**config.mk**
```make
export PLATFORM = sky130hd
export DESIGN_NAME = irq_dest_resolver
export DESIGN_NICKNAME = d
export VERILOG_FILES = /design/src/rtl/irq_route_pkg.sv /design/src/rtl/msi_field_decode.sv /design/src/rtl/agent_matcher.sv /design/src/rtl/lowest_pick.sv /design/src/rtl/irq_dest_resolver.sv
export SDC_FILE = /design/constraint.sdc
export NUM_CORES = 1
export LEC_CHECK = 0
export BUFFER_PORTS_ARGS = -buffer_cell sky130_fd_sc_hd__buf_4
export CAP_MARGIN = 20
export CELL_PAD_IN_SITES_DETAIL_PLACEMENT = 2
export CELL_PAD_IN_SITES_GLOBAL_PLACEMENT = 2
export CORE_ASPECT_RATIO = 2
export CORE_MARGIN = 2
export CORE_UTILIZATION = 22
export DETAILED_ROUTE_END_ITERATION = 10
export GPL_TIMING_DRIVEN = 0
export PLACE_DENSITY_LB_ADDON = 0.12
export SLEW_MARGIN = 20
export SYNTH_ARGS = -nofsm -noshare
export SYNTH_HDL_FRONTEND = slang
export SYNTH_SLANG_ARGS = --single-unit
```
**constraint.sdc**
```tcl
create_clock -name clk -period 1.1 [get_ports clk]
set_clock_uncertainty 0.15 [all_clocks]
set_input_delay 0.165 -clock clk [delete_from_list [all_inputs] [get_ports clk]]
set_output_delay 0.165 -clock clk [all_outputs]
set_load 0.05 [all_outputs]
```
**src/rtl/irq_route_pkg.sv**
```systemverilog
package irq_route_pkg;
  localparam int DEST_W  = 8;
  localparam int MODEL_W = 4;
  localparam int DM_W    = 3;

  localparam logic [DM_W-1:0] DM_FIXED  = 3'd0;
  localparam logic [DM_W-1:0] DM_LOWPRI = 3'd1;
  localparam logic [DM_W-1:0] DM_INIT   = 3'd5;

  localparam logic [MODEL_W-1:0] MODEL_FLAT    = 4'hF;
  localparam logic [MODEL_W-1:0] MODEL_CLUSTER = 4'h0;
  localparam logic [DEST_W-1:0]  DEST_ALL      = 8'hFF;

  typedef enum logic [1:0] {
    SH_NONE     = 2'd0,
    SH_SELF     = 2'd1,
    SH_ALL      = 2'd2,
    SH_OTHERS   = 2'd3
  } shorthand_e;

  function automatic logic flat_hit(input logic [DEST_W-1:0] dest,
                                    input logic [DEST_W-1:0] ldest);
    return (dest & ldest) != '0;
  endfunction

  function automatic logic cluster_hit(input logic [DEST_W-1:0] dest,
                                       input logic [DEST_W-1:0] ldest);
    return (dest[7:4] == ldest[7:4]) && ((dest[3:0] & ldest[3:0]) != 4'h0);
  endfunction

  function automatic logic logical_hit(input logic [DEST_W-1:0] dest,
                                       input logic [DEST_W-1:0] ldest,
                                       input logic [MODEL_W-1:0] model);
    if (model == MODEL_FLAT)         return flat_hit(dest, ldest);
    else if (model == MODEL_CLUSTER) return cluster_hit(dest, ldest);
    else                             return 1'b0;
  endfunction

  function automatic logic dmode_delivers(input logic [DM_W-1:0] dm);
    return dm != 3'd3;
  endfunction
endpackage

```
**src/rtl/msi_field_decode.sv**
```systemverilog
module msi_field_decode
  import irq_route_pkg::*;
(
  input  logic [19:0]       addr,
  input  logic [15:0]       data,
  output logic [DEST_W-1:0] dest,
  output logic              logical,
  output logic [DM_W-1:0]   dmode,
  output logic [7:0]        vector,
  output logic              trig
);
  assign dest    = addr[19:12];
  assign logical = addr[2];
  assign vector  = data[7:0];
  assign dmode   = data[10:8];
  assign trig    = data[15];

  logic spare_bits;
  assign spare_bits = ^{addr[11:3], addr[1:0], data[14:11]};
endmodule

```
**src/rtl/agent_matcher.sv**
```systemverilog
module agent_matcher
  import irq_route_pkg::*;
#(
  parameter int N_AGENTS = 8
) (
  input  logic [DEST_W-1:0]          dest,
  input  logic                       logical,
  input  logic [DEST_W*N_AGENTS-1:0]  ids,
  input  logic [DEST_W*N_AGENTS-1:0]  ldests,
  input  logic [MODEL_W*N_AGENTS-1:0] models,
  output logic [N_AGENTS-1:0]         phys_eq,
  output logic [N_AGENTS-1:0]         log_hit
);
  for (genvar k = 0; k < N_AGENTS; k++) begin : g_agent
    logic [DEST_W-1:0]  id_k;
    logic [DEST_W-1:0]  ld_k;
    logic [MODEL_W-1:0] md_k;
    assign id_k = ids[k*DEST_W +: DEST_W];
    assign ld_k = ldests[k*DEST_W +: DEST_W];
    assign md_k = models[k*MODEL_W +: MODEL_W];
    assign phys_eq[k] = !logical && (id_k == dest);
    assign log_hit[k] = logical && logical_hit(dest, ld_k, md_k);
  end
endmodule

```
**src/rtl/lowest_pick.sv**
```systemverilog
module lowest_pick #(
  parameter int WIDTH = 8
) (
  input  logic [WIDTH-1:0] raw,
  output logic [WIDTH-1:0] pick
);
  assign pick = raw & (~raw + 1'b1);
endmodule

```
**src/rtl/irq_dest_resolver.sv**
```systemverilog
module irq_dest_resolver
  import irq_route_pkg::*;
#(
  parameter int N_AGENTS = 8,
  localparam int IDX_W = (N_AGENTS > 1) ? $clog2(N_AGENTS) : 1
) (
  input  logic                        clk,
  input  logic                        rst_n,
  input  logic                        req_valid,
  input  logic                        req_is_msi,
  input  logic [7:0]                  cmd_dest,
  input  logic                        cmd_logical,
  input  logic [1:0]                  cmd_shorthand,
  input  logic [2:0]                  cmd_dmode,
  input  logic [7:0]                  cmd_vector,
  input  logic                        cmd_trig,
  input  logic                        cmd_level,
  input  logic [IDX_W-1:0]            self_idx,
  input  logic [19:0]                 msi_addr,
  input  logic [15:0]                 msi_data,
  input  logic [8*N_AGENTS-1:0]       agent_id,
  input  logic [8*N_AGENTS-1:0]       agent_ldest,
  input  logic [4*N_AGENTS-1:0]       agent_model,
  output logic                        out_valid,
  output logic [N_AGENTS-1:0]         out_mask,
  output logic [N_AGENTS-1:0]         arb_load_mask,
  output logic [2:0]                  out_dmode,
  output logic [7:0]                  out_vector,
  output logic                        out_trig
);
  localparam logic [N_AGENTS-1:0] ALL_ONES = {N_AGENTS{1'b1}};

  logic [DEST_W-1:0] m_dest;
  logic              m_logical;
  logic [DM_W-1:0]   m_dmode;
  logic [7:0]        m_vector;
  logic              m_trig;

  msi_field_decode u_msi (
    .addr(msi_addr), .data(msi_data),
    .dest(m_dest), .logical(m_logical), .dmode(m_dmode),
    .vector(m_vector), .trig(m_trig)
  );

  logic [DEST_W-1:0] sel_dest;
  logic              sel_logical;
  logic [DM_W-1:0]   sel_dmode;
  logic [7:0]        sel_vector;
  logic              sel_trig;
  shorthand_e        sel_short;
  logic              is_deassert;

  always_comb begin
    if (req_is_msi) begin
      sel_dest    = m_dest;
      sel_logical = m_logical;
      sel_dmode   = m_dmode;
      sel_vector  = m_vector;
      sel_trig    = m_trig;
      sel_short   = SH_NONE;
    end else begin
      sel_dest    = cmd_dest;
      sel_logical = cmd_logical;
      sel_dmode   = cmd_dmode;
      sel_vector  = cmd_vector;
      sel_trig    = cmd_trig;
      sel_short   = shorthand_e'(cmd_shorthand);
    end
  end

  assign is_deassert = !req_is_msi && (cmd_dmode == DM_INIT) &&
                       !cmd_level && cmd_trig;

  logic [N_AGENTS-1:0] phys_eq, log_hit, phys_one;

  agent_matcher #(.N_AGENTS(N_AGENTS)) u_match (
    .dest(sel_dest), .logical(sel_logical),
    .ids(agent_id), .ldests(agent_ldest), .models(agent_model),
    .phys_eq(phys_eq), .log_hit(log_hit)
  );

  lowest_pick #(.WIDTH(N_AGENTS)) u_phys_pick (.raw(phys_eq), .pick(phys_one));

  logic [N_AGENTS-1:0] dest_set, self_bit, short_set, prio_one, target_set;

  always_comb begin
    if (sel_logical)                dest_set = log_hit;
    else if (sel_dest == DEST_ALL)  dest_set = ALL_ONES;
    else                            dest_set = phys_one;
  end

  always_comb begin
    self_bit = '0;
    self_bit[self_idx] = 1'b1;
  end

  always_comb begin
    unique case (sel_short)
      SH_SELF:   short_set = self_bit;
      SH_ALL:    short_set = ALL_ONES;
      SH_OTHERS: short_set = ALL_ONES & ~self_bit;
      default:   short_set = dest_set;
    endcase
  end

  lowest_pick #(.WIDTH(N_AGENTS)) u_prio_pick (.raw(short_set), .pick(prio_one));

  always_comb begin
    if (!dmode_delivers(sel_dmode))    target_set = '0;
    else if (sel_dmode == DM_LOWPRI)   target_set = prio_one;
    else                               target_set = short_set;
  end

  always_ff @(posedge clk or negedge rst_n) begin
    if (!rst_n) begin
      out_valid     <= 1'b0;
      out_mask      <= '0;
      arb_load_mask <= '0;
      out_dmode     <= '0;
      out_vector    <= '0;
      out_trig      <= 1'b0;
    end else begin
      out_valid <= req_valid;
      if (req_valid) begin
        out_mask      <= is_deassert ? '0 : target_set;
        arb_load_mask <= is_deassert ? target_set : '0;
        out_dmode     <= sel_dmode;
        out_vector    <= sel_vector;
        out_trig      <= sel_trig;
      end
    end
  end

  AST_PICK_SUBSET: assert property (@(posedge clk) disable iff (!rst_n)
    $onehot0(prio_one) && ((prio_one & ~short_set) == '0));
  AST_LOWPRI_SINGLE: assert property (@(posedge clk) disable iff (!rst_n)
    (out_valid && out_dmode == DM_LOWPRI) |-> $onehot0(out_mask));
  AST_UNDEF_EMPTY: assert property (@(posedge clk) disable iff (!rst_n)
    (out_valid && out_dmode == 3'd3) |-> (out_mask == '0));
  AST_DEASSERT_QUIET: assert property (@(posedge clk) disable iff (!rst_n)
    (arb_load_mask != '0) |-> (out_mask == '0 && out_dmode == DM_INIT));
  AST_PHYS_SINGLE: assert property (@(posedge clk) disable iff (!rst_n)
    $onehot0(phys_one));
  AST_VALID_FOLLOWS: assert property (@(posedge clk) disable iff (!rst_n)
    req_valid |=> out_valid);
  AST_HOLD_IDLE: assert property (@(posedge clk) disable iff (!rst_n)
    !req_valid |=> (!out_valid && $stable(out_mask) && $stable(arb_load_mask)));
endmodule

```
==> results of run 1 <==
## kinds of logic (layout without fill, tap and decap cells)
family / Yosys count / count (layout) / synth area share, %
DFF: 29 / 29 / 19.1
adders and majority gates: 32 / 32 / 10.5
and+or+nand+nor: 152 / 152 / 23.3
xor gates and xnor gates: 65 / 65 / 15.0
AOI/OAI and AO/OA: 105 / 105 / 19.5
muxes: 21 / 21 / 7.38
buffers and inverters: 43 / 324 / 5.24
## synth_stat cells (all sizes together) (3+ instances only)
cell type   n
nor3       18
a22oi      13
nor3b       7
nand2b      3
mux2i      17
nand3       6
a31oi       9
o22ai      13
a222oi      3
inv        21
mux2        4
and3        8
a21oi      28
o21ai       7
a211oi     11
nand4      12
nor2b       4
or4         3
nor4       31
and4        3
o32ai       5
dfrtp      29
xnor2      37
xor2       28
buf        11
clkbuf     11
nand2      13
nor2       34
ha         32
## cells in the final DEF (no fill, tap or decap), drive strengths merged, types with 13 or more instances in the layout
master / Yosys / final
a21oi: 28 / 28
clkbuf: 11 / 18
nand2: 13 / 13
dfrtp: 29 / 29
nor3: 18 / 18
ha: 32 / 32
inv: 21 / 19
xor2: 28 / 28
buf: 11 / 283
o22ai: 13 / 13
mux2i: 17 / 17
xnor2: 37 / 37
nor4: 31 / 31
a22oi: 13 / 13
nor2: 34 / 34
## state kept, by name, indices dropped and copies added, names as in the netlist
| register | flops |
|---|---|
| out_dmode | 3 |
| out_mask | 8 |
| out_trig | 1 |
| out_valid | 1 |
| arb_load_mask | 8 |
| out_vector | 8 |
## through the flow
step | setup slack [ns] | util (%) | hold slack (ns)
2_1_floorplan | -2.07 | - | -0.281
3_3_place_gp | -2.77 | 34.5 | -0.0291
3_5_place_dp | -2.77 | 34.5 | -0.0271
4_1_cts | -2.08 | 38.4 | 0.0397
5_1_grt | -2.18 | 39.3 | 0.0445
6_report | -2.03 | 39.3 | 0.0419
## critical path, delay by kind of cell
kind | cells | cell delay (ns)
AO/OA/AOI/OAI | 6 | 1.43
multiplexers | 1 | 0.29
buffers and inverters | 2 | 0.31
AND/OR/NAND/NOR | 2 | 0.76
adder cells (fa/ha/maj) | 1 | 0.18
## layer usage
layer / wire length, µm / track usage, % / vias up
met2: 10700 / 38.8 / 142
met4: 441 / 4.82 / 0
met3: 747 / 3.23 / 23
li1: - / - / 2266
met1: 7760 / 24.4 / 2304
met5: 0 / 0 / -
## layout make-up
type | instances | area share, %
Multi-Input combinational cell | 375 | 46.4
Timing Repair Buffer | 274 | 32.5
Sequential cell | 29 | 10.8
Tap cell | 210 | 3.91
Buffer | 22 | 2.87
Clock buffer | 7 | 2.12
Inverter | 21 | 1.32
## power by group
part           total, µW  leakage, µW  switching [µW]  internal [µW]
sequential          1220     0.000360            65.6           1160
combinational       2910      0.00255            1480           1430
clock               1340    0.0000700             457            886
total               5470      0.00298            2000           3470
## repair_timing
item / CTS / global route
hold buffers: 2 / 0
setup buffers: 31 / 16
hold endpoints to repair: 30 / 0
pin swaps: 13 / 9
endpoints found under the setup margin: 57 / 57
gates resized for setup: 64 / 21
## how the worst max path moves through the flow
stage,end,slack [ns],depth (start not counted)
2_1_floorplan,out_mask[7],-2.07,12
3_3_place_gp,out_mask[6],-2.77,12
3_5_place_dp,out_mask[7],-2.77,12
4_1_cts,out_mask[6],-2.08,12
5_1_grt,out_mask[7],-2.18,14
6_report,out_mask[6],-2.03,12
==> metrics.cfg, run 1 <==
[clock_tree]
clkLatencyLatePin_ns=0.27
cts_buffers=5
tritoncts_clock_tree=yes
ctsRootBufferMaster=sky130_fd_sc_hd__clkbuf_16
numClockSinks=29
clock_tree.buffer_depth=2
cts_htree_levels=2
worst_setup_hold_path_clk_slew_ns=0.05

[worst_setup_path]
timing.critical_path.cells=buf_16 -> mux2i_4 -> clkinvlp_4 -> ha_4 -> or4_4 -> a222oi_1 -> a211oi_2 -> a211oi_2 -> o31ai_4 -> nor4_4 -> a31oi_2 -> o32ai_1
rr_startpoint=out_vector[0]
startpoint_type=input pin
timing.critical_path.arrival_ns=3.15
worst_path_max_delay_cell=sky130_fd_sc_hd__or4_4
path_max_fanout=5
ff2ff_path_depth=4
worst_path_largest_cell_delay_ns=0.47
worstSetupEndpointType=flip-flop
critPathKind=in2reg
timing.critical_path.from=req_is_msi
timing.rr.end=out_vector[0]
cpMostUsedCell=sky130_fd_sc_hd__a211oi_2
setup.reg_to_reg.worst_slack_ns=0.03
critical_path_required_ns=1.12

[worst_hold_path]
hp-start=msi_data[1]
hold_class=in2reg
min_delay_path_depth=3
endpoint_worst_hold=out_vector[1]

[floorplan]
std_cell_rows=68
fp.dieW_um=96.9
die_area_mm2=0.0184
core_mm2=0.0171
start_util_pct=22.2
die_y_um=190
ios=256

[power_and_ir_drop]
power_uw=5470
static-leakage-power_uw=0.00298
ir_drop_v=0.000653
power-per-cell-area_mw_per_mm2=815

[job]
timing.max_cap.violations=0

[drt]
post_drt_via_cell_ratio=5.05
detailedRoute.firstPassIterationCount=4
route.detailed.drc=0
drt-initial-drc-count=109
postRouteAntennaNets=0
detail_route.wl_per_cell_um=21.0
postRouteWirelength_um=19700
route.vias.total=4735

[cells_and_area]
area_growth_pct=76.8
fillers=1941
final_area_mm2=0.00672
final_nets=987
diode_count=0
multi_input_combinational_cell_area_mm2=0.00312
drive_above_1_share_pct=47.5
final_cells=938
register_area_um2=726

[timing]
finalCritPeriodShare_pct=284
final.setup.worst_slack_ns=-2.03
final_slew_violations=0
setup_repair_after_global_routing_missed_its_margin=yes
achievable-frequency_mhz=320
tightest_slew_ns=0.766
report.final.setup_viol=57
timing.slew.headroom_pct=48.9
final_hold_viol_count=0
finalSetupTns_ns=-35.39
post-route-min-period_ns=3.13

[logic_synthesis]
synthDominantAreaCellType=sky130_fd_sc_hd__dfrtp_1
ys_async_sr_fraction_pct=100
synth_edf_count=0
synth_warnings=0
synth-seq-area-share_pct=19.1
syn-cell-area_mm2=0.00380
synth_top_cell_area_share_pct=19.1
synth_area_leaders=sky130_fd_sc_hd__dfrtp_1, sky130_fd_sc_hd__ha_1, sky130_fd_sc_hd__xnor2_1
syn_inst_count=447
synth-seq-cells=29
mappedNetlistNets=706
yosys_most_used_dff=sky130_fd_sc_hd__dfrtp_1
syn-mean-instance-area_um2=8.50
synth.lib_cells_used.distinct=60

[grt]
grt_util_all_layers_pct=20.7
grt_pass1_vias=5235
wire_length_of_the_first_global_routing_pass_um=29800
global_route.overflow_total=0
grt_max_degree=30
initial_antenna_violation_count=0

[placement]
io_buffer_count=234
area_of_placed_instances_mm2=0.00590
detailedPlacementHpwl_um=15900
placed_cells=891
gp_congestion=0.792

[status]
outcome=finished with violations
violations=setup timing

No activity file was read; power rests on OpenSTA's default activity.
==> run 2: changes to the inputs <==
--- a/config.mk
+++ b/config.mk
@@ -14,6 +14,7 @@
 export CORE_UTILIZATION = 22
 export DETAILED_ROUTE_END_ITERATION = 10
 export GPL_TIMING_DRIVEN = 0
+export HOLD_SLACK_MARGIN = 0.08
 export PLACE_DENSITY_LB_ADDON = 0.12
 export SLEW_MARGIN = 20
 export SYNTH_ARGS = -nofsm -noshare
==> run 2 against run 1 <==
The run still ends with setup timing left; sequential share of layout area is 0.21 points lower; utilization increased by 0.76 points; combinational power increased by 1%; critical path depth is the same; first-iteration DRC count shrank 8.3%; total power is 1.1% higher; critical path type unchanged.
==> metrics.cfg, run 2 (synthesis gave the netlist of run 1 again) <==
[status]
outcome=finished with violations
violations=setup timing

[timing]
finalCritPeriodShare_pct=287  ; +2.1 points
final_hold_viol_count=0  ; unchanged
timing.slew.headroom_pct=49.4  ; +0.49 points
tightest_slew_ns=0.759  ; -0.00729 ns
setup_repair_after_global_routing_missed_its_margin=yes
report.final.setup_viol=57  ; unchanged
post-route-min-period_ns=3.15  ; +0.0232 ns
final.setup.worst_slack_ns=-2.05  ; -0.0232 ns
finalSetupTns_ns=-36.09  ; -0.707 ns
achievable-frequency_mhz=317  ; -0.74%
final_slew_violations=0  ; unchanged

[placement]
place_ws_ns=-2.77  ; unchanged
gp_congestion=0.792  ; unchanged
detailedPlacementHpwl_um=15900  ; unchanged
io_buffer_count=234  ; unchanged

[clock_tree]
worst_setup_hold_path_clk_slew_ns=0.05  ; about the same
numClockSinks=29  ; unchanged
tritoncts_clock_tree=yes
cts_hold_buffers=18  ; +16
clkLatencyLatePin_ns=0.27  ; about the same
cts_buffers=5  ; unchanged
cts_htree_levels=2  ; unchanged
ctsRootBufferMaster=sky130_fd_sc_hd__clkbuf_16
clock_tree.buffer_depth=2  ; unchanged

[floorplan]
fp.dieW_um=96.9  ; unchanged
start_util_pct=22.2  ; unchanged
core_mm2=0.0171  ; unchanged
die_area_mm2=0.0184  ; unchanged
ios=256  ; unchanged
die_y_um=190  ; unchanged
std_cell_rows=68  ; unchanged

[grt]
grt_pass1_vias=5352  ; +2.2%
global_route.overflow_total=0  ; unchanged
grt_util_all_layers_pct=21.4  ; +0.75 points
wire_length_of_the_first_global_routing_pass_um=30900  ; +3.5%
grt_max_degree=30  ; unchanged
initial_antenna_violation_count=0  ; unchanged

[power_and_ir_drop]
power-per-cell-area_mw_per_mm2=808  ; -0.79%
ir_drop_v=0.000662  ; +1.4%
static-leakage-power_uw=0.00304  ; +2.2%

[cells_and_area]
biggest_regs=arb_load_mask x8, out_mask x8, out_vector x8
fillers=1941  ; unchanged
diode_count=0  ; unchanged
multi_input_combinational_cell_area_mm2=0.00308  ; -1.1%
final_nets=1003  ; +1.6%
layout_commonest_cell=sky130_fd_sc_hd__buf_4
drive_above_1_share_pct=46.0  ; -1.6 points
area_growth_pct=80.2
most_frequent_cells_in_the_layout=sky130_fd_sc_hd__buf_4, sky130_fd_sc_hd__xnor2_1, sky130_fd_sc_hd__buf_6, sky130_fd_sc_hd__nor2_1, sky130_fd_sc_hd__dfrtp_1
register_area_um2=726  ; unchanged

[drt]
post_drt_via_cell_ratio=5.07  ; +0.50%
detail_route.wl_per_cell_um=21.3  ; +1.7%
postRouteAntennaNets=0  ; unchanged
drt-initial-drc-count=100  ; -8.3%
route.detailed.drc=0  ; unchanged
detailedRoute.firstPassIterationCount=6  ; +2
route.vias.total=4840  ; +2.2%
postRouteWirelength_um=20300  ; +3.4%

[worst_hold_path]
hold_class=in2reg

[worst_setup_path]
critical_path_required_ns=1.12  ; about the same
path_max_fanout=5  ; unchanged
timing.critical_path.arrival_ns=3.17  ; +0.02 ns
critPathKind=in2reg
startpoint_type=input pin
worstSetupEndpointType=flip-flop

[job]
timing.max_cap.violations=0  ; unchanged

run 2: cell types whose count changed in the layout (fill, tap and decap cells not counted), sizes merged:
| cell | previous run | this run |
|---|---|---|
| dlygate4sd3 | 2 | 18 |
run 2: cell type report:
type / instances / area share [%]
Multi-Input combinational cell: 375 / 45.0
Timing Repair Buffer: 290 / 34.3
Sequential cell: 29 / 10.6
Tap cell: 210 / 3.84
Buffer: 22 / 2.81
Clock buffer: 7 / 2.08
Inverter: 21 / 1.30
run 2: stage by stage:
| stage | instances | cell area, µm² | util (%) | power (µW) | hold slack, ns |
|---|---|---|---|---|---|
| global placement | 891 | 5900 | 34.5 | 3700 | -0.0291 |
| global route | 954 | 6850 | 40.0 | 5870 | 0.0699 |
| floorplan | 447 | 3880 | - | 2580 | -0.281 |
| CTS | 945 | 6720 | 39.3 | 5490 | 0.0527 |
| detailed placement | 891 | 5900 | 34.5 | 3770 | -0.0271 |
| finish | 954 | 6850 | 40.0 | 5540 | 0.0520 |
run 2: path summary, 6_finish.rpt:
check	from	end	slack, ns	cells past startpoint
hold reg to reg	out_mask[7]	out_mask[7]	0.39	2
setup reg to reg	out_vector[0]	out_vector[0]	0.01	4
min in group asynchronous	rst_n	out_vector[4]	0.22	2
hold / removal	cmd_dmode[0]	out_dmode[0]	0.05	3
max in group asynchronous	rst_n	arb_load_mask[7]	0.28	2
setup / recovery	req_is_msi	out_mask[6]	-2.05	12
run 2: power breakdown:
| group | total [µW] | switching (µW) | internal (µW) |
|---|---|---|---|
| clock network | 1360 | 477 | 887 |
| registers | 1230 | 68.7 | 1160 |
| logic | 2950 | 1490 | 1460 |
| total | 5540 | 2030 | 3500 |
run 2: per-layer routing:
metal	part of all wire [%]	up-vias	GRT usage, %	wire length [µm]
li1	-	2300	-	-
met1	39	2371	25.2	7940
met2	55	146	40.5	11200
met3	3.7	23	3.23	759
met4	2.1	0	4.82	436
met5	0	-	0	0
run 2: repair_timing:
| action | in CTS | in global routing |
|---|---|---|
| buffers inserted | 31 | 15 |
| endpoints found under the hold margin | 39 | 1 |
| gates resized for setup | 64 | 16 |
| pin swaps | 13 | 10 |
| endpoints found under the setup margin | 57 | 57 |
run 2: worst max-delay path, stage by stage:
cell                         delay, ns
sky130_fd_sc_hd__buf_16           0.11
sky130_fd_sc_hd__mux2i_4          0.29
sky130_fd_sc_hd__clkinvlp_4       0.18
sky130_fd_sc_hd__ha_2             0.19
sky130_fd_sc_hd__or4_1            0.49
sky130_fd_sc_hd__a222oi_1         0.38
sky130_fd_sc_hd__a211oi_2         0.18
sky130_fd_sc_hd__a211oi_2         0.27
sky130_fd_sc_hd__o31ai_4          0.14
sky130_fd_sc_hd__nor4_4           0.29
sky130_fd_sc_hd__a31oi_2          0.18
sky130_fd_sc_hd__o32ai_1          0.30
